===== config.mk =====
export PLATFORM = sky130hd
export DESIGN_NAME = burst_addr_seq
export DESIGN_NICKNAME = d
export VERILOG_FILES = /design/src/rtl/burst_seq_pkg.sv /design/src/rtl/burst_seq_track.sv /design/src/rtl/burst_seq_order.sv /design/src/rtl/burst_addr_seq.sv
export SDC_FILE = /design/constraint.sdc
export NUM_CORES = 1
export LEC_CHECK = 0
export BUFFER_PORTS_ARGS = -buffer_cell sky130_fd_sc_hd__buf_4
export CAP_MARGIN = 20
export CORE_ASPECT_RATIO = 1.4
export CORE_MARGIN = 8
export CORE_UTILIZATION = 33
export DETAILED_ROUTE_END_ITERATION = 8
export GPL_ROUTABILITY_DRIVEN = 0
export GPL_TIMING_DRIVEN = 0
export HOLD_SLACK_MARGIN = 0.1
export SLEW_MARGIN = 0
export SYNTH_ARGS = -nofsm -noshare
export SYNTH_HDL_FRONTEND = slang
export SYNTH_SLANG_ARGS = --single-unit

===== constraint.sdc =====
create_clock -name clk -period 0.9 [get_ports clk]
set_input_delay 0.09 -clock clk [delete_from_list [all_inputs] [get_ports clk]]
set_output_delay 0.09 -clock clk [all_outputs]
set_load 0.05 [all_outputs]

===== src/rtl/burst_seq_pkg.sv =====
package burst_seq_pkg;
   typedef enum logic {
      ORD_LINEAR     = 1'b0,
      ORD_INTERLEAVE = 1'b1
   } order_e;
endpackage


===== src/rtl/burst_seq_track.sv =====
module burst_seq_track
   import burst_seq_pkg::*;
#(
   parameter int AW = 16,
   parameter int BW = 2
) (
   input  logic          clk,
   input  logic          rst_n,
   input  logic          load_i,
   input  logic          step_n_i,
   input  logic          ord_i,
   input  logic [AW-1:0] addr_i,
   output logic [AW-1:0] base_o,
   output logic [BW-1:0] cnt_o,
   output order_e        ord_o
);
   logic [AW-1:0] base_q;
   logic [BW-1:0] cnt_q;
   order_e        ord_q;

   always_ff @(posedge clk or negedge rst_n) begin
      if (!rst_n) begin
         base_q <= '0;
         cnt_q  <= '0;
         ord_q  <= ORD_LINEAR;
      end else if (load_i) begin
         base_q <= addr_i;
         cnt_q  <= '0;
         ord_q  <= order_e'(ord_i);
      end else if (!step_n_i) begin
         cnt_q  <= cnt_q + 1'b1;
      end
   end

   assign base_o = base_q;
   assign cnt_o  = cnt_q;
   assign ord_o  = ord_q;

   // the captured order changes only on a load
   a_r8_order_held : assert property (@(posedge clk) disable iff (!rst_n)
      !load_i |=> $stable(ord_q));
   // the beat count steps by one per advance and wraps
   a_r5_count_step : assert property (@(posedge clk) disable iff (!rst_n)
      (!load_i && !step_n_i) |=> (cnt_q == BW'($past(cnt_q) + 1'b1)));
   // the count restarts on every load
   a_r2_count_clear : assert property (@(posedge clk) disable iff (!rst_n)
      load_i |=> (cnt_q == '0));
endmodule


===== src/rtl/burst_seq_order.sv =====
module burst_seq_order
   import burst_seq_pkg::*;
#(
   parameter int BW = 2
) (
   input  logic [BW-1:0] start_i,
   input  logic [BW-1:0] cnt_i,
   input  order_e        ord_i,
   output logic [BW-1:0] off_o
);
   logic [BW-1:0] lin_off;
   logic [BW-1:0] ilv_off;
   logic [BW:0]   carry;

   assign carry[0] = 1'b0;
   genvar b;
   generate
      for (b = 0; b < BW; b++) begin : g_bit
         assign ilv_off[b]  = start_i[b] ^ cnt_i[b];
         assign lin_off[b]  = start_i[b] ^ cnt_i[b] ^ carry[b];
         assign carry[b+1]  = (start_i[b] & cnt_i[b]) |
                              (carry[b] & (start_i[b] ^ cnt_i[b]));
      end
   endgenerate

   assign off_o = (ord_i == ORD_INTERLEAVE) ? ilv_off : lin_off;

   // a zero count leaves the start offset untouched in either order
   always_comb begin
      if (cnt_i == '0) a_r5_zero_count : assert (off_o == start_i);
   end
endmodule


===== src/rtl/burst_addr_seq.sv =====
module burst_addr_seq
   import burst_seq_pkg::*;
#(
   parameter int ADDR_W = 16,
   parameter int BEAT_W = 2
) (
   input  logic              clk,
   input  logic              rst_n,
   input  logic              start_i,
   input  logic              adv_n_i,
   input  logic              order_i,
   input  logic [ADDR_W-1:0] addr_i,
   output logic [ADDR_W-1:0] addr_o,
   output logic [BEAT_W-1:0] beat_o
);
   localparam int HI_W = ADDR_W - BEAT_W;

   generate
      if (BEAT_W < 1 || BEAT_W >= ADDR_W) begin : g_bad_width
         $error("burst_addr_seq: BEAT_W must be at least 1 and below ADDR_W");
      end
   endgenerate

   logic [ADDR_W-1:0] base;
   logic [BEAT_W-1:0] cnt;
   logic [BEAT_W-1:0] off;
   order_e            ord;

   burst_seq_track #(.AW(ADDR_W), .BW(BEAT_W)) u_track (
      .clk      (clk),
      .rst_n    (rst_n),
      .load_i   (start_i),
      .step_n_i (adv_n_i),
      .ord_i    (order_i),
      .addr_i   (addr_i),
      .base_o   (base),
      .cnt_o    (cnt),
      .ord_o    (ord)
   );

   burst_seq_order #(.BW(BEAT_W)) u_order (
      .start_i (base[BEAT_W-1:0]),
      .cnt_i   (cnt),
      .ord_i   (ord),
      .off_o   (off)
   );

   assign addr_o = {base[ADDR_W-1:BEAT_W], off};
   assign beat_o = off;

   // a start strobe presents the external address on the next edge
   a_r2_load : assert property (@(posedge clk) disable iff (!rst_n)
      start_i |=> (addr_o == $past(addr_i)));
   // suspended burst holds the address
   a_r6_hold : assert property (@(posedge clk) disable iff (!rst_n)
      (!start_i && adv_n_i) |=> $stable(addr_o));
   // upper bits fixed between loads
   a_r7_upper : assert property (@(posedge clk) disable iff (!rst_n)
      !start_i |=> $stable(addr_o[ADDR_W-1:BEAT_W]));
   // beat output mirrors the low address bits
   a_r9_beat : assert property (@(posedge clk) disable iff (!rst_n)
      beat_o == addr_o[BEAT_W-1:0]);
   // an advance always moves the offset
   a_r6_moves : assert property (@(posedge clk) disable iff (!rst_n)
      (!start_i && !adv_n_i) |=> (beat_o != $past(beat_o)));
   initial begin
      if (HI_W < 1) $display("burst_addr_seq: no upper bits");
   end
endmodule


==> Flow_metrics.wiki <==
{| class="wikitable"
! Metric !! Value
|-
| Setup slack on the worst flop-to-flop path || -0.08 ns
|-
| Critical Path Sink Type || output port
|-
| Core Area || 2643 um^2
|-
| Worst ir drop on vdd || 1236 uV
|-
| Clock tree from TritonCTS || built
|-
| Standby leakage power || 0.7470 nW
|-
| Basic-gate share of the synthesized area counting and, or, nand and nor cells || 3.010%
|-
| Final-layout fill cell count || 229
|-
| Clock edge transition at the registers on the reported setup and hold paths || 0.11 ns
|-
| Critical path arrival || 1.41 ns
|-
| Dominant combinational cell family by area after synthesis || multiplexers
|-
| DRC violations left || 0
|-
| Max-slew violation count || 0
|-
| Synthesized-area fraction occupied by xor and xnor cells || 2.873%
|-
| Worst r2r src || u_track.cnt_o[0]
|-
| Combinational share of power || 43.7%
|-
| Cell chosen for the clock root || sky130_fd_sc_hd__clkbuf_4
|-
| Int Pwr || 1.685 mW
|-
| Adder-cell area share of the yosys netlist || 1.368%
|-
| Ratio of final minimum period to clock period || 166.6%
|-
| Placed cell area || 1270 um^2
|-
| Avg WL per Cell || 13.95 um
|-
| Post-synthesis sequential area ratio || 51.98%
|-
| GRT Resource Usage Total || 9.576%
|-
| Worst Max-Slew Pin Slew || 0.2637 ns
|-
| Detailed-route wire length || 2.134 mm
|-
| Biggest area consumer among synthesized cells || sky130_fd_sc_hd__dfrtp_1
|-
| Die height || 78.29 um
|-
| Portion of total power attributed to sequential cells || 39.2%
|-
| Area of the die || 4736 um^2
|-
| Iteration count of the initial detailed-routing pass || 2
|-
| Hold Crit Start || start_i
|-
| Vias after detailed routing || 633
|-
| Maximum fanout along the worst path || 2
|-
| Fraction of layout instances using a drive strength above 1 || 63.25%
|-
| Synth Register Bits || 19
|-
| Number of CTS-inserted buffers || 3
|-
| # setup viols final || 23
|-
| Input/output buffers || 37
|-
| Grt total ovfl || 0
|-
| Count of max-cap constraint violations || 0
|-
| Net count reported at finish || 140
|-
| Power per cell area || 1622 nW/um^2
|-
| Hold Fails Final Rpt || 0
|-
| Startpoint of the most critical setup path || u_track.cnt_o[0]
|-
| Count of warnings emitted by yosys || 0
|-
| Synthesis-to-layout area growth || 73.73%
|-
| Kind of launch point of the worst setup path || register
|-
| Final antenna diode count || 0
|-
| Final TNS setup || -3.373 ns
|-
| First-pass GRT wire length || 3.525 mm
|-
| Data required time of the critical path || 0.81 ns
|-
| Via count of the first global-routing pass || 743
|-
| CTS Sinks || 19
|-
| Pin count of the biggest net entering global routing || 20
|-
| Synthesized instance count || 63
|-
| WS Path Type || register to output port
|-
| Synthesized-area fraction occupied by ao, oa, aoi and oai cells || 0%
|-
| Final critical delay including setup and external delays || 1.500 ns
|-
| Failing checks || setup timing
|-
| Initial antenna violation count || 0
|-
| Unrepaired setup endpoints after global routing || true
|-
| DR vias/cell || 4.137
|-
| Outcome || finished with violations
|-
| I/O pin count || 39
|-
| Net switching fraction of the power || 34.62%
|-
| Summed area of non-filler cells in the final layout || 1589 um^2
|-
| Post-Route Skew || 0.0008799 ns
|-
| Number of buffers between clock root and the deepest sink || 2
|-
| Worst-skew pair later-pin latency || 0.30 ns
|-
| Mapped cell area || 914.6 um^2
|-
| Initial detailed-routing violation count || 4
|-
| Top cells by area in the synthesized netlist || sky130_fd_sc_hd__dfrtp_1 52%, sky130_fd_sc_hd__buf_4 13%, sky130_fd_sc_hd__mux2_4 13%
|-
| Post-route setup slack || -0.5998 ns
|-
| Width of the die || 60.50 um
|-
| Share of synthesized area spent on multiplexers || 24.21%
|-
| Htree depth || 1
|-
| Initial standard-cell utilization of the core || 34.61%
|-
| Syn_area_per_cell || 14.52 um^2
|-
| Switching power summed over all nets || 0.8924 mW
|-
| Routed Antenna Nets || 0
|-
| Min-delay worst type || primary input to register
|-
| Row Count || 22
|-
| Headroom to the max-slew limit || 82.34%
|-
| Distinct cell type count of the synthesized netlist || 11
|-
| Clock group share of total power || 17.1%
|-
| Share of the synthesized area in the top cell type || 51.98%
|-
| Post-detailed-placement half-perimeter wirelength || 1.457 mm
|-
| Net count after synthesis || 85
|-
| Max Clk Rate || 666.7 MHz
|}
-- metrics by stage --
step / std cells / power (mW) / setup slack (ns) / hold slack (ns) / util, %
2_1_floorplan: 63 / 1.688 / -0.4586 / -0.2056 / -
3_3_place_gp: 136 / 1.939 / -0.3811 / -0.01930 / 48.06
3_5_place_dp: 136 / 1.952 / -0.3892 / -0.01581 / 48.06
4_1_cts: 149 / 2.569 / -0.6109 / 0.1041 / 58.71
5_1_grt: 153 / 2.695 / -0.6771 / 0.1092 / 60.13
6_report: 153 / 2.578 / -0.5998 / 0.1055 / 60.13
-- worst max-delay path: stages, from the launching register on --
cell and delay (ns):
sky130_fd_sc_hd__dfrtp_1 0.38, sky130_fd_sc_hd__ha_2 0.17, sky130_fd_sc_hd__nor2b_4 0.18, sky130_fd_sc_hd__xnor2_4 0.13, sky130_fd_sc_hd__buf_6 0.11, sky130_fd_sc_hd__buf_8 0.13
-- synth_stat cells --
library cell              instances
sky130_fd_sc_hd__dfrtp_1         19
sky130_fd_sc_hd__buf_4           16
sky130_fd_sc_hd__mux2_2           9
sky130_fd_sc_hd__mux2_4           8
sky130_fd_sc_hd__nor2b_1          3
sky130_fd_sc_hd__xnor2_1          3
sky130_fd_sc_hd__buf_12           1
sky130_fd_sc_hd__buf_6            1
sky130_fd_sc_hd__ha_1             1
sky130_fd_sc_hd__nor2_1           1
sky130_fd_sc_hd__nor3_1           1
-- final cells by class --
| class | count | area, um^2 | area share, % |
|---|---|---|---|
| clock inverter | 1 | 5.005 | 0.3150 |
| buffer | 6 | 72.57 | 4.567 |
| multi-input combinational | 26 | 324.1 | 20.39 |
| tap | 36 | 45.04 | 2.835 |
| clock buffer | 3 | 22.52 | 1.417 |
| timing repair buffer | 62 | 644.4 | 40.55 |
| sequential | 19 | 475.5 | 29.92 |
-- per-layer routing --
layer / share of wire, % / global-route usage, %
met1: 37 / 10.24
met2: 52 / 16.09
met3: 9.2 / 4.078
met4: 1.6 / 3.513
met5: 0 / 0
-- repair_timing --
item	in CTS	in global routing
hold buffers	19	0
setup buffers	2	6
endpoints found under the hold margin	37	0
resized for setup	36	2
pin swaps	2	0
setup endpoints to repair	18	21
gates cloned	0	0
-- worst paths after layout --
check                                endpoint  cells past startpoint
min                        u_track.base_o[13]                      2
min in group asynchronous  u_track.base_o[15]                      2
max reg2reg                  u_track.cnt_o[1]                      4
max                                 beat_o[1]                      5
max in group asynchronous   u_track.base_o[2]                      2
min reg2reg                 u_track.base_o[0]                      1
-- power by group through the flow --
stage | registers, mW | logic [mW] | clock network, mW
2_1_floorplan | 0.990 | 0.698 | 0
3_3_place_gp | 0.998 | 0.941 | 0
3_5_place_dp | 1.00 | 0.950 | 0
4_1_cts | 1.01 | 1.10 | 0.456
5_1_grt | 1.02 | 1.18 | 0.495
6_report | 1.01 | 1.13 | 0.440
-- cell families (layout without fill, tap and decap cells) --
kind of cell / after synthesis / in the layout
DFF: 19 / 19
xor gates and xnor gates: 3 / 3
and+or+nand+nor: 5 / 5
adders and majority gates: 1 / 1
muxes: 17 / 17
buffers and inverters: 18 / 72
-- placed cells by master, fill, tap and decap left out --
cell                            netlist  layout
sky130_fd_sc_hd__buf_12               1       1
sky130_fd_sc_hd__buf_4               16      26
sky130_fd_sc_hd__buf_6                1       5
sky130_fd_sc_hd__buf_8                0      17
sky130_fd_sc_hd__clkbuf_4             0       3
sky130_fd_sc_hd__clkinv_2             0       1
sky130_fd_sc_hd__dfrtp_1             19      19
sky130_fd_sc_hd__dlygate4sd3_1        0      19
sky130_fd_sc_hd__ha_2                 0       1
sky130_fd_sc_hd__mux2_2               9       9
sky130_fd_sc_hd__mux2_4               8       8
sky130_fd_sc_hd__nor2_1               1       1
sky130_fd_sc_hd__nor2b_1              3       2
sky130_fd_sc_hd__nor2b_4              0       1
sky130_fd_sc_hd__nor3_1               1       1
sky130_fd_sc_hd__xnor2_1              3       1
sky130_fd_sc_hd__xnor2_2              0       1
sky130_fd_sc_hd__xnor2_4              0       1
-- state kept, by name, indices dropped and copies added, names as in the netlist --
register	cells
u_track.base_o	16
u_track.ord_o	1
u_track.cnt_o	2
No activity file was read; power rests on OpenSTA's default activity.
